**src/rtl/sc_seq_pkg.sv**
```systemverilog
package sc_seq_pkg;

  typedef enum logic [2:0] {
    ST_IDLE,
    ST_PWR,
    ST_IO,
    ST_RUN,
    ST_D_RST,
    ST_D_CLK,
    ST_D_IO,
    ST_D_PWR
  } seq_state_t;

  // States in which an abort condition starts teardown
  function automatic logic is_opening(seq_state_t s);
    return (s == ST_PWR) || (s == ST_IO) || (s == ST_RUN);
  endfunction

  // Dwell length of a timed state, in oscillator cycles
  function automatic int unsigned dwell_cycles(seq_state_t s,
                                               int unsigned act_c,
                                               int unsigned deact_c);
    if ((s == ST_PWR) || (s == ST_IO)) return act_c;
    return deact_c;
  endfunction

endpackage

```
**src/rtl/sc_lockout.sv**
```systemverilog
module sc_lockout #(
  parameter int unsigned LOCK_CYC = 15000
) (
  input  logic clk,
  input  logic rst_n,
  output logic done
);
  localparam int unsigned W = $clog2(LOCK_CYC + 1);
  localparam logic [W-1:0] LIM = W'(LOCK_CYC);

  logic [W-1:0] cnt;

  assign done = (cnt == LIM);

  always_ff @(posedge clk or negedge rst_n) begin
    if (!rst_n) cnt <= '0;
    else if (!done) cnt <= cnt + 1'b1;
  end
endmodule

```
**src/rtl/sc_edge_det.sv**
```systemverilog
module sc_edge_det (
  input  logic clk,
  input  logic rst_n,
  input  logic sig_n,
  output logic fall,
  output logic rise
);
  logic q;

  always_ff @(posedge clk or negedge rst_n) begin
    if (!rst_n) q <= 1'b1;
    else        q <= sig_n;
  end

  assign fall = q & ~sig_n;
  assign rise = ~q & sig_n;
endmodule

```
**src/rtl/sc_step_timer.sv**
```systemverilog
module sc_step_timer #(
  parameter int unsigned W = 9
) (
  input  logic         clk,
  input  logic         rst_n,
  input  logic         restart,
  input  logic [W-1:0] limit,
  output logic         done
);
  logic [W-1:0] cnt;

  assign done = (cnt == limit - 1'b1);

  always_ff @(posedge clk or negedge rst_n) begin
    if (!rst_n)       cnt <= '0;
    else if (restart) cnt <= '0;
    else if (!done)   cnt <= cnt + 1'b1;
  end
endmodule

```
**src/rtl/sc_act_seq.sv**
```systemverilog
module sc_act_seq
  import sc_seq_pkg::*;
#(
  parameter int unsigned LOCK_CYC  = 15000,
  parameter int unsigned ACT_CYC   = 383,
  parameter int unsigned DEACT_CYC = 8
) (
  input  logic clk,
  input  logic rst_n,
  input  logic cmd_n,
  input  logic card_present,
  input  logic supply_fault,
  input  logic host_rst,
  input  logic sel_5v,
  output logic vcc_en,
  output logic vcc_5v,
  output logic io_en,
  output logic clk_en,
  output logic card_rst,
  output logic off_n
);
  localparam int unsigned MAXC = (ACT_CYC > DEACT_CYC) ? ACT_CYC : DEACT_CYC;
  localparam int unsigned TW   = $clog2(MAXC + 1);

  seq_state_t state, state_nx;

  logic lock_done, cmd_fall, cmd_rise;
  logic step_done, step_restart;
  logic [TW-1:0] step_limit;
  logic abort_evt, trouble, in_session;
  logic vcc_r, v5_r, io_r, clk_r, fault_r;

  sc_lockout #(.LOCK_CYC(LOCK_CYC)) u_lock (
    .clk(clk), .rst_n(rst_n), .done(lock_done)
  );

  sc_edge_det u_edge (
    .clk(clk), .rst_n(rst_n), .sig_n(cmd_n),
    .fall(cmd_fall), .rise(cmd_rise)
  );

  assign step_limit   = TW'(dwell_cycles(state, ACT_CYC, DEACT_CYC));
  assign step_restart = (state_nx != state);

  sc_step_timer #(.W(TW)) u_step (
    .clk(clk), .rst_n(rst_n), .restart(step_restart),
    .limit(step_limit), .done(step_done)
  );

  assign trouble    = ~card_present | supply_fault;
  assign abort_evt  = trouble | cmd_rise;
  assign in_session = (state != ST_IDLE);

  always_comb begin
    state_nx = state;
    if (is_opening(state) && abort_evt) begin
      state_nx = ST_D_RST;
    end else begin
      case (state)
        ST_IDLE:  if (cmd_fall && lock_done && card_present && !supply_fault)
                    state_nx = ST_PWR;
        ST_PWR:   if (step_done) state_nx = ST_IO;
        ST_IO:    if (step_done) state_nx = ST_RUN;
        ST_D_RST: if (step_done) state_nx = ST_D_CLK;
        ST_D_CLK: if (step_done) state_nx = ST_D_IO;
        ST_D_IO:  if (step_done) state_nx = ST_D_PWR;
        ST_D_PWR: if (step_done) state_nx = ST_IDLE;
        default:  state_nx = state;
      endcase
    end
  end

  always_ff @(posedge clk or negedge rst_n) begin
    if (!rst_n) begin
      state   <= ST_IDLE;
      vcc_r   <= 1'b0;
      v5_r    <= 1'b0;
      io_r    <= 1'b0;
      clk_r   <= 1'b0;
      fault_r <= 1'b0;
    end else begin
      state <= state_nx;
      if (state_nx == ST_IDLE)            fault_r <= 1'b0;
      else if (in_session && trouble)     fault_r <= 1'b1;
      if (state_nx != state) begin
        case (state_nx)
          ST_PWR:   begin vcc_r <= 1'b1; v5_r <= sel_5v; end
          ST_IO:    io_r  <= 1'b1;
          ST_RUN:   clk_r <= 1'b1;
          ST_D_CLK: clk_r <= 1'b0;
          ST_D_IO:  io_r  <= 1'b0;
          ST_D_PWR: vcc_r <= 1'b0;
          default:  ;
        endcase
      end
    end
  end

  assign vcc_en   = vcc_r;
  assign vcc_5v   = v5_r;
  assign io_en    = io_r;
  assign clk_en   = clk_r;
  assign card_rst = (state == ST_RUN) & host_rst;
  assign off_n    = in_session ? ~fault_r : card_present;

endmodule

```
**config.mk**
```make
export PLATFORM = sky130hd
export DESIGN_NAME = sc_act_seq
export DESIGN_NICKNAME = d
export VERILOG_FILES = /design/src/rtl/sc_seq_pkg.sv /design/src/rtl/sc_lockout.sv /design/src/rtl/sc_edge_det.sv /design/src/rtl/sc_step_timer.sv /design/src/rtl/sc_act_seq.sv
export SDC_FILE = /design/constraint.sdc
export NUM_CORES = 1
export LEC_CHECK = 0
export ABC_AREA = 0
export BUFFER_PORTS_ARGS = -buffer_cell sky130_fd_sc_hd__buf_2
export CAP_MARGIN = 10
export CORE_ASPECT_RATIO = 0.7
export CORE_MARGIN = 2
export CORE_UTILIZATION = 40
export DETAILED_ROUTE_END_ITERATION = 10
export SLEW_MARGIN = 5
export SYNTH_ARGS = -nofsm -noshare
export SYNTH_HDL_FRONTEND = slang
export SYNTH_HIERARCHICAL = 1
export SYNTH_SLANG_ARGS = --single-unit
```
**constraint.sdc**
```tcl
create_clock -name clk -period 6.15 [get_ports clk]
set_clock_uncertainty 0.2 [all_clocks]
set_input_delay 0.3075 -clock clk [delete_from_list [all_inputs] [get_ports clk]]
set_output_delay 0.3075 -clock clk [all_outputs]
set_load 0.03 [all_outputs]
```
======== After elaboration in Yosys (flattened, before gate mapping) ========
Index checks and enable logic that the tools add are counted.
word-level totals
  flip-flop bits (word level) ............. 32
  output and inout bits ................... 6
  logic and storage cells ................. 77
operators by class
  add/subtract/negate cells ............... 3
  equal/unequal tests ..................... 17
  multiplexer cells ....................... 20
  bitwise operators ....................... 9
  reduce and logical (&&, ||, !) cells .... 19
operators by type and width
  cell                                                                 number
  9-bit two-way mux                                                    4
  3-bit two-way mux                                                    8
  3-bit == test (second input constant)                                7
  3-bit one-hot mux with 7 select lines                                1
  14-bit by 1-bit adder with 14-bit output (second input constant)     1
  14-bit == test (second input constant)                               1
  3-bit by 2-bit == test with 1-bit output (second input constant)     4
  9-bit by 1-bit adder with 9-bit output (second input constant)       1
  9-bit == test                                                        1
  9-bit by 1-bit subtractor with 9-bit output (second input constant)  1
  2-bit AND reduction                                                  4
  2-bit nonzero test                                                   4
  3-bit by 1-bit == test with 1-bit output (second input constant)     2
  3-bit zero test                                                      2
  1-bit one-hot mux with 2 select lines                                3
  1-bit logical AND                                                    5
  1-bit two-way mux                                                    4
  1-bit NOT                                                            4
  1-bit bitwise AND                                                    3
  3-bit != test                                                        1
  3-bit nonzero test                                                   1
  1-bit logical OR                                                     2
  2-bit by 1-bit != test with 1-bit output (second input constant)     1
  1-bit bitwise OR                                                     2
  1-bit zero test                                                      1

======== Longest topological paths before layout ========
Gate-level depths: netlist of run 1.
  word-level depth ........................ 12
  gate-level depth with buffers ........... 15
  mapped depth without buffers ............ 14

======== Modules after synthesis ========
The synthesis of run 1 kept the hierarchy.
by module, submodules not included
  module         instances  cells each  area each (um^2)  sequential area each (um^2)
  sc_step_timer  1          105         875.8             225.2
  sc_lockout     1          60          676.9             350.3
  sc_act_seq     1          55          515.5             200.2
  sc_edge_det    1          3           41.3              26.3

======== Least setup slack after synthesis of run 1 ========
OpenSTA, ideal clock, no wires.
  path type ............................... register to register
  start ................................... reg state[1]
  end ..................................... reg u_step.cnt[7]
  library setup time ...................... 0.128 ns
  arrival ................................. 4.648 ns
  data required time ...................... 5.822 ns
  setup slack ............................. 1.175 ns
  cell stages (with the launch flop) ...... 16
  path buffers ............................ 1
  cells stage by stage .................... dfrtp_1 > or2b_1 > a21oi_1 > inv_1 > ha_1 > nor2b_1 > o31a_1 > a2111oi_2 > o211ai_1 > nor2_1 > inv_1 > or2_2 > nand4bb_1 > clkbuf_1 > nor2_1 > mux2_1
between the ends
  cells in the longest elaborated chain, start to end .. 11
  elaborated cells between the ends (all ways) .. 28
  those cells by class .................... 1 x add/sub; 10 x eq/ne; 13 x mux; 4 x reduce/logical
RTL lines
  item                                                                                                         line                 source
  start: declaration                                                                                           sc_act_seq.sv:25     seq_state_t state, state_nx;
  start signal: assignment                                                                                     sc_act_seq.sv:82     state <= state_nx;
  3-bit by 1-bit == test with 1-bit output / 3-bit by 2-bit == test with 1-bit output (equally long branches)  sc_seq_pkg.sv:23     if ((s == ST_PWR) || (s == ST_IO)) return act_c;
  1-bit logical OR *                                                                                           sc_seq_pkg.sv:23
  9-bit two-way mux / 1-bit two-way mux (equally long branches)                                                sc_seq_pkg.sv:23
  9-bit two-way mux *                                                                                          sc_seq_pkg.sv:24     return deact_c;
  named net step_limit[0]                                                                                      sc_act_seq.sv:29     logic [TW-1:0] step_limit;
  9-bit by 1-bit subtractor with 9-bit output *                                                                sc_step_timer.sv:12  assign done = (cnt == limit - 1'b1);
  9-bit == test *                                                                                              sc_step_timer.sv:12
  named net step_done                                                                                          sc_act_seq.sv:28     logic step_done, step_restart;
  3-bit two-way mux, or another cell as far along                                                              sc_act_seq.sv:67     ST_D_PWR: if (step_done) state_nx = ST_IDLE;
  3-bit one-hot mux with 7 select lines *                                                                      sc_act_seq.sv:59     case (state)
  3-bit two-way mux *                                                                                          sc_act_seq.sv:56     if (is_opening(state) && abort_evt) begin
  3-bit != test *                                                                                              sc_act_seq.sv:43     assign step_restart = (state_nx != state);
  named net step_restart                                                                                       sc_act_seq.sv:28
  2-bit by 1-bit != test with 1-bit output (no source line) / 9-bit two-way mux (equally long branches)        n/a
  end signal: assignment                                                                                       sc_step_timer.sv:17  else if (!done) cnt <= cnt + 1'b1;
  end: declaration                                                                                             sc_step_timer.sv:10  logic [W-1:0] cnt;
Mark *: on every way through the listed nets, which the timed path passes. The rest lies on a longest branch.
A chain may end at the register's enable or synchronous reset.

======== Worst setup path after layout of run 1 ========
  start ................................... reg state[0]
  end ..................................... reg u_step.cnt[2]
The elaborated chain is that of the path after synthesis.

==> results of run 1 <==
[area by class of cell]
class	instances	area, µm²
multi-input cells	182	1270
clock buffers	6	72.6
well taps	72	90.1
fillers	515	2780
flip-flops and latches	32	802
inverters	11	41.3
clock inverters	2	35.0
repair buffers	15	87.6
[cell usage after synthesis (all sizes together) (2+ instances only)]
cell type / n / area [µm²]
o21ai: 8 / 40.0
nand2: 11 / 41.3
o31ai: 2 / 15.0
nand3: 12 / 60.1
nor4: 3 / 33.8
buf: 4 / 26.3
or3: 4 / 30.0
or2: 2 / 12.5
xor2: 10 / 87.6
inv: 11 / 41.3
or2b: 3 / 22.5
o211ai: 2 / 15.0
nand4: 6 / 37.5
nor3: 9 / 50.1
nor2b: 9 / 56.3
ha: 4 / 50.1
nor2: 22 / 85.1
mux2: 9 / 113
a211oi: 3 / 27.5
xnor2: 11 / 96.3
nand2b: 2 / 12.5
a21oi: 15 / 82.6
conb: 2 / 7.51
nor3b: 3 / 22.5
dfrtp: 31 / 776
[repair_timing]
action / CTS / global route
hold buffers: 2 / 0
endpoints found under the hold margin: 32 / 0
buffers inserted: 0 / 0
[power groups by stage]
stage | combinational [W] | clock, W | sequential, W
after floorplan | 0.000234 | 0 | 0.000281
after global placement | 0.000257 | 0 | 0.000311
after detailed placement | 0.000259 | 0 | 0.000312
after CTS | 0.000261 | 0.000205 | 0.000307
after global routing | 0.000294 | 0.000215 | 0.000317
final | 0.000264 | 0.000202 | 0.000308
[final timing paths]
check | slack (ns) | end | cells past startpoint
max | 1.33 | u_step/cnt[2]$_DFFE_PN0P_ | 15
min | 0.05 | vcc_5v$_DFFE_PN0P_ | 2
max reg2reg | 1.33 | u_step/cnt[2]$_DFFE_PN0P_ | 15
min reg2reg | 0.27 | u_lock/cnt[13]$_DFFE_PN0P_ | 1
max in group asynchronous | 4.91 | state[2]$_DFF_PN0_ | 2
min in group asynchronous | 0.39 | clk_en$_DFFE_PN0P_ | 2
[worst reg2reg max path: cells and delay by family (launching register included)]
| family | cells | cell delay, ns |
|---|---|---|
| buf+inv | 3 | 0.49 |
| flops | 1 | 0.56 |
| compound gates | 4 | 1.06 |
| fa+ha+maj | 1 | 0.24 |
| mux | 1 | 0.32 |
| simple gates | 6 | 1.83 |
[cells by family after synthesis]
group	Yosys count	synth area share
AOI/OAI and AO/OA	43	0.148
other	2	0.00356
buffers and inverters	16	0.0338
muxes	9	0.0534
DFF	32	0.380
and+or+nand+nor	96	0.270
xor gates and xnor gates	21	0.0872
adders and majority gates	4	0.0237
[registers in the layout (all words and copies together) (netlist names)]
register,flops
io_en,1
clk_en,1
vcc_en,1
state,3
u_lock/cnt,14
vcc_5v,1
u_edge/q,1
fault_r,1
u_step/cnt,9
[per-stage QoR]
stage | hold slack, ns | instance area [µm²] | cells | power, W | util
global placement | 0.201 | 2270 | 310 | 0.000568 | 0.438
floorplan | -0.188 | 2140 | 230 | 0.000515 | -
global route | 0.0489 | 2390 | 320 | 0.000826 | 0.463
finish | 0.0536 | 2390 | 320 | 0.000774 | 0.463
detailed placement | 0.200 | 2270 | 310 | 0.000571 | 0.438
CTS | 0.0468 | 2390 | 320 | 0.000773 | 0.463
[per-layer routing]
layer  part of all wire  global-route usage  wire (µm)  up-vias
met5                  0                   0          0        -
met4              0.011              0.0568         46        0
met3              0.041              0.0407        172        4
met2               0.39               0.210       1620       33
met1               0.56               0.230       2350      755
li1                   -                   -          -      840
==> out/results.ini, run 1 <==
[worst_setup_path]
critPathLaunchType = flop
arrival_ns = 4.79
critical-path-max-stage-delay_ns = 0.56
cp-end-kind = flop
cp_cell_sequence = or2b_1, a21oi_2, buf_4, inv_1, ha_1, nor2b_1, o31a_1, a2111oi_2, o211ai_1, nor2_1, inv_1, or2_2, nand4bb_1, nor2b_1, mux2_1
cp_max_fo = 25
worst-setup-path-type = flop to flop
crit_buf_inv = 3
critPathSlowestCell = dfrtp_1
startpoint = state[0]$_DFF_PN0_
required_ns = 6.12
r2r-start = state[0]$_DFF_PN0_
crit_family = simple AND/OR/NAND/NOR gates

[die]
rows = 22
start_util = 0.408
dieArea_um2 = 5880
boundaryPins = 13
core_um2 = 5170
dieWidth_um = 90.8
die_h_um = 64.8

[pwr]
internal-power_w = 0.000486
p_per_area_nw_per_um2 = 323
p_seq_frac = 0.398
swShare = 0.372
comb_power_share = 0.341
leakage_nw = 1.06
power.switching_w = 0.000288
vdd_drop_max_mv = 0.148
power.share.clock = 0.261

[sta]
fin_tns_setup_ns = 0
rsz0062_at_grt = false
max_freq_mhz = 207
setup_viol_count_final = 0
period_share = 0.784
maxSlewViolCount = 0
relSlewSlack = 0.540
setup_ws_ns = 1.33
tightest_slew_ns = 0.690
hold_viol = 0
period_needed_ns = 4.82

[clock_tree]
clock-sinks = 32
cts_resized = 0
htreeDepth = 2
clockBufferDepth = 2
cts_tree = built
cts_buffers = 5
clkLatencyLatePin_ns = 0.29
clk_pin_slew_ns = 0.07
clockRootBuffer = clkbuf_8

[global_routing]
grt_pass1_wl_um = 7100
grt_use_total = 0.154
grt_max_degree = 33
antenna_found_initial = 0
grt-ovfl-total = 0
grt_pass1_vias = 1492

[hold_path]
hp-class = input port to flop
min_from = sel_5v

[final_layout]
final_cell_mix = 31 x dfrtp_1, 21 x nor2_1, 12 x a21oi_1, 12 x nand3_1, 12 x buf_2
drive_gt1_frac = 0.177
diodes = 0
final_common_cell = dfrtp_1
synthToLayoutAreaGrowth_pct = 13.5
nets = 258

[route]
detail-route-antenna-nets = 0
viasPerCell = 5.10
num_vias = 1632
first_pass_iters = 4
finalWirelength_um = 4190
drtIter0Drc = 67
drc = 0
wl_per_cell_um = 13.1

[yosys]
ys_ff_latch = 32
synth_cells = 223
synth-main-ff-cell = dfrtp_1
synth_cell_types = 59
seq_area_frac_synth = 0.380
synth_edf_count = 0
synthArstFlopShare = 1.00
syn_avg_cell_area_um2 = 9.46
synthesis.area_um2 = 2110
yosys_warnings = 6

[placed_design]
portBuffers = 12
place.gp.congestion = 0.837
pre_cts_slack_ns = 1.38
dp_hpwl_um = 3030

[outcome]
status = completed

[flow_run]
max-cap-violations = 0

Power figures use the tool's default switching activity.
==> run 2: changes to the inputs <==
==> constraint.sdc (replaced) <==
create_clock -name clk -period 4.7 [get_ports clk]
set_clock_uncertainty 0.2 [all_clocks]
set_input_delay 0.235 -clock clk [delete_from_list [all_inputs] [get_ports clk]]
set_output_delay 0.235 -clock clk [all_outputs]
set_load 0.03 [all_outputs]
==> run 2 against run 1 <==
Largest cell class unchanged. Wire length shrank 4.7%. Via count shrank 1.3%. Final cell count grew 0.63%. Critical path depth shrank 1. Total power grew 29%. Sequential share of layout area shrank 0.24 points.
==> out/results.ini, run 2 (synthesis results as in run 1) <==
[final_layout]
nets = 260
postLayoutCellArea_um2 = 2410
final_cell_mix = 31 x dfrtp_1, 21 x nor2_1, 12 x a21oi_1, 12 x nand3_1, 12 x buf_2
final_common_cell = dfrtp_1
diodes = 0
largest_reg_flops = 14
synthToLayoutAreaGrowth_pct = 14.4
regMostFlops = u_lock/cnt
top_regs = u_lock/cnt: 14 flops, u_step/cnt: 9 flops, state: 3 flops
drive_gt1_frac = 0.180

[route]
drtIter0Drc = 55
detail-route-antenna-nets = 0
num_vias = 1611
first_pass_iters = 4
wl_per_cell_um = 12.4
finalWirelength_um = 3990
drc = 0
viasPerCell = 5.00

[worst_setup_path]
worst-setup-path-type = flop to flop
ff2ff_path_depth = 14
arrival_ns = 4.30
r2r_setup_slack_ns = 0.36
required_ns = 4.66
r2r-start = state[0]$_DFF_PN0_
critPathLaunchType = flop
cp-end-kind = flop
r2r_end = u_step/cnt[8]$_DFFE_PN0P_
cp_max_fo = 16

[hold_path]
hold_path_end = fault_r$_DFFE_PN0P_
hp-class = input port to flop
hold_depth = 3
min_from = supply_fault

[clock_tree]
clkLatencyLatePin_ns = 0.28
htreeDepth = 2
cts_tree = built
cts_buffers = 5
clk_pin_slew_ns = 0.07
clock-sinks = 32
clockRootBuffer = clkbuf_8
post-cts-setup-buffers = 0
clockBufferDepth = 2

[die]
die_h_um = 64.8
rows = 22
boundaryPins = 13
core_um2 = 5170
dieArea_um2 = 5880
start_util = 0.408
dieWidth_um = 90.8

[placed_design]
place.gp.congestion = 0.807
portBuffers = 12
placed_area_um2 = 2270
dp_hpwl_um = 2870

[global_routing]
antenna_found_initial = 0
grt_use_total = 0.147
grt_max_degree = 33
grt_pass1_wl_um = 6990
grt_pass1_vias = 1527
grt-ovfl-total = 0

[pwr]
vdd_drop_max_mv = 0.140
leakage_nw = 1.07
power_w = 0.000996
p_per_area_nw_per_um2 = 413

[sta]
rsz0062_at_grt = false
tightest_slew_ns = 0.724
setup_viol_count_final = 0
relSlewSlack = 0.517
fin_tns_setup_ns = 0
period_share = 0.924
period_needed_ns = 4.34
maxSlewViolCount = 0
max_freq_mhz = 230
hold_viol = 0

[outcome]
status = completed

[flow_run]
max-cap-violations = 0

run 2: cell type report:
cell class                 instances  area [µm²]
sequential                        32         802
timing repair buffer              17         105
clock buffer                       6        72.6
tap                               72        90.1
inverter                          11        41.3
fill                             522        2760
multi-input combinational        182        1270
clock inverter                     2        35.0
run 2: metal layers:
layer / global-route usage / wire length [µm] / vias up
li1: - / - / 841
met1: 0.209 / 2210 / 752
met2: 0.223 / 1660 / 16
met3: 0.0384 / 103 / 2
met4: 0.0398 / 17 / 0
met5: 0 / 0 / -
run 2: worst max-delay path by stage:
stage / start / end / slack, ns / depth (start not counted)
after CTS: state[0]$_DFF_PN0_ / u_step/cnt[8]$_DFFE_PN0P_ / 0.33 / 14
after global routing: state[0]$_DFF_PN0_ / u_step/cnt[8]$_DFFE_PN0P_ / 0.006 / 14
final: state[0]$_DFF_PN0_ / u_step/cnt[8]$_DFFE_PN0P_ / 0.36 / 14
after global placement: state[0]$_DFF_PN0_ / u_step/cnt[2]$_DFFE_PN0P_ / 0.51 / 14
after floorplan: state[1]$_DFF_PN0_ / u_step/cnt[7]$_DFFE_PN0P_ / 0.12 / 15
after detailed placement: state[0]$_DFF_PN0_ / u_step/cnt[7]$_DFFE_PN0P_ / 0.37 / 14
run 2: timing repair:
item,in CTS,in global routing
hold endpoints to repair,33,0
hold buffers,3,0
gates resized for setup,0,0
run 2: worst max-delay path, cell delays in order (launching register included):
cell       delay (ns)
dfrtp_1          0.55
or2b_1           0.32
a21oi_2          0.21
inv_1            0.07
ha_1             0.25
nor2b_1          0.19
o31a_1           0.30
a2111oi_2        0.42
o211ai_1         0.24
nor2_1           0.17
inv_1            0.09
or2_2            0.29
nand4bb_1        0.48
nor2_1           0.11
mux2_1           0.31
run 2: report_power, final:
part           switching, W  internal [W]  total [W]
Sequential        0.0000812      0.000320   0.000401
Combinational      0.000178      0.000160   0.000338
Clock              0.000100      0.000157   0.000257
Total              0.000359      0.000637   0.000996
run 2: metrics by stage:
step,hold slack (ns),cells,setup slack [ns],utilization
4_1_cts,0.0928,322,0.331,0.466
3_5_place_dp,0.134,311,0.368,0.440
6_report,0.104,322,0.358,0.466
3_3_place_gp,0.140,311,0.509,0.440
5_1_grt,0.140,322,0.00574,0.466
2_1_floorplan,-0.261,230,0.122,-
==> run 3: changes to the inputs <==
--- a/config.mk
+++ b/config.mk
@@ -10,8 +10,9 @@
 export CAP_MARGIN = 10
 export CORE_ASPECT_RATIO = 0.7
 export CORE_MARGIN = 2
-export CORE_UTILIZATION = 40
+export CORE_UTILIZATION = 60
 export DETAILED_ROUTE_END_ITERATION = 10
+export PLACE_DENSITY = 0.79
 export SLEW_MARGIN = 5
 export SYNTH_ARGS = -nofsm -noshare
 export SYNTH_HDL_FRONTEND = slang
==> run 3 against run 2 <==
Clock power is 11% lower. Via count is 1.2% higher. Worst setup slack better by 0.19 ns. Total power is 1.4% lower. Maximum frequency is 4.7% higher. Worst hold slack better by 0.041 ns. Register-to-register slack better by 0.19 ns. Sequential share of layout area is 0.47 points higher. First-iteration DRC count is 130% higher. Final cell count is 7.8% lower. Highest routed layer unchanged.
==> out/results.ini, run 3 (synthesis results as in run 1) <==
[worst_setup_path]
critPathLaunchType = flop
cp-end-kind = flop
arrival_ns = 4.11
required_ns = 4.67
cp_max_fo = 16
worst-setup-path-type = flop to flop

[final_layout]
postLayoutCellArea_um2 = 2380
top_regs = u_lock/cnt: 14 flops, u_step/cnt: 9 flops, state: 3 flops
nets = 260
final_common_cell = dfrtp_1
diodes = 0
largest_reg_flops = 14
postLayoutCoreUtil = 0.731
drive_gt1_frac = 0.184
fillers = 257
synthToLayoutAreaGrowth_pct = 12.8
final_cell_mix = 31 x dfrtp_1, 21 x nor2_1, 12 x a21oi_1, 12 x nand3_1, 12 x buf_2
regMostFlops = u_lock/cnt

[clock_tree]
clock-sinks = 32
clkLatencyLatePin_ns = 0.28
clk_pin_slew_ns = 0.06
clockRootBuffer = clkbuf_8
clockBufferDepth = 2
htreeDepth = 2
cts_buffers = 5
cts_tree = built
post-cts-setup-buffers = 0

[die]
boundaryPins = 13
dieArea_um2 = 4010
dieWidth_um = 74.9
start_util = 0.648
rows = 17
core_um2 = 3250
die_h_um = 53.6

[route]
viasPerCell = 5.49
drc = 0
drtIter0Drc = 125
detail-route-antenna-nets = 0
wl_per_cell_um = 13.7
finalWirelength_um = 4070
first_pass_iters = 4
num_vias = 1631

[flow_run]
max-cap-violations = 0

[sta]
period_needed_ns = 4.15
relSlewSlack = 0.540
tightest_slew_ns = 0.690
setup_ws_ns = 0.552
rsz0062_at_grt = false
max_freq_mhz = 241
hold_viol = 0
period_share = 0.883
maxSlewViolCount = 0
setup_viol_count_final = 0
fin_tns_setup_ns = 0

[outcome]
status = completed

[global_routing]
grt_pass1_vias = 1487
grt_pass1_wl_um = 7020
grt_use_total = 0.240
grt_max_degree = 33
grt-ovfl-total = 0
antenna_found_initial = 0

[hold_path]
hp-class = input port to flop

[placed_design]
place.gp.congestion = 0.857
pre_cts_slack_ns = 0.376
dp_hpwl_um = 2920
placed_area_um2 = 2240
portBuffers = 12

[pwr]
leakage_nw = 1.07
p_per_area_nw_per_um2 = 413
vdd_drop_max_mv = 0.301

[run 3: changes by cell type in the layout (fill, tap and decap cells not counted), sizes merged]
cell / previous run / this run
clkbuf: 6 / 8
bufinv: 1 / 0
clkinv: 1 / 0
[run 3: timing repair]
item,in CTS,in global routing
hold buffers,3,0
gates resized for setup,0,1
setup endpoints to repair,0,2
endpoints found under the hold margin,33,0
[run 3: worst max-delay path, stage by stage (launching register included)]
cell and delay (ns):
dfrtp_1 0.54, or2b_1 0.33, a21oi_2 0.26, inv_1 0.07, ha_1 0.24, nor2b_1 0.19, o31a_1 0.30, a2111oi_2 0.39
o211ai_1 0.22, nor2_1 0.18, inv_1 0.09, or2_2 0.31, nand4bb_2 0.29, nor2b_1 0.10, mux2_1 0.31
[run 3: area by class of cell]
| type | count | area (µm²) | share of cell area |
|---|---|---|---|
| Timing Repair Buffer | 17 | 105 | 0.0442 |
| Sequential cell | 32 | 802 | 0.337 |
| Tap cell | 47 | 58.8 | 0.0247 |
| Clock buffer | 8 | 100 | 0.0421 |
| Multi-Input combinational cell | 182 | 1270 | 0.534 |
| Inverter | 11 | 41.3 | 0.0174 |
[run 3: final timing paths]
kind | from | cells past startpoint | slack [ns] | endpoint
max | state[0]$_DFF_PN0_ | 14 | 0.55 | u_step/cnt[2]$_DFFE_PN0P_
min | card_present | 3 | 0.15 | fault_r$_DFFE_PN0P_
max reg2reg | state[0]$_DFF_PN0_ | 14 | 0.55 | u_step/cnt[2]$_DFFE_PN0P_
min reg2reg | u_lock/cnt[13]$_DFFE_PN0P_ | 1 | 0.26 | u_lock/cnt[13]$_DFFE_PN0P_
max in group asynchronous | rst_n | 2 | 3.53 | state[0]$_DFF_PN0_
min in group asynchronous | rst_n | 2 | 0.33 | u_step/cnt[4]$_DFFE_PN0P_
[run 3: power by group]
| group | internal [W] | switching [W] | leakage (nW) |
|---|---|---|---|
| clock network | 0.000133 | 0.0000959 | 0.0515 |
| logic | 0.000161 | 0.000190 | 0.613 |
| registers | 0.000320 | 0.0000817 | 0.404 |
[run 3: metal layers]
metal / vias to the layer above / share of wire / GRT usage
met1: 753 / 0.54 / 0.371
met5: - / 0 / 0
met2: 26 / 0.40 / 0.319
met3: 7 / 0.044 / 0.0693
li1: 845 / - / -
met4: 0 / 0.014 / 0.0804
[run 3: metrics by stage]
step | hold slack, ns | power, W | cells
CTS | 0.142 | 0.000983 | 297
finish | 0.146 | 0.000982 | 297
global route | 0.163 | 0.00106 | 297
global placement | 0.107 | 0.000737 | 286
detailed placement | 0.111 | 0.000744 | 286
floorplan | -0.261 | 0.000675 | 230
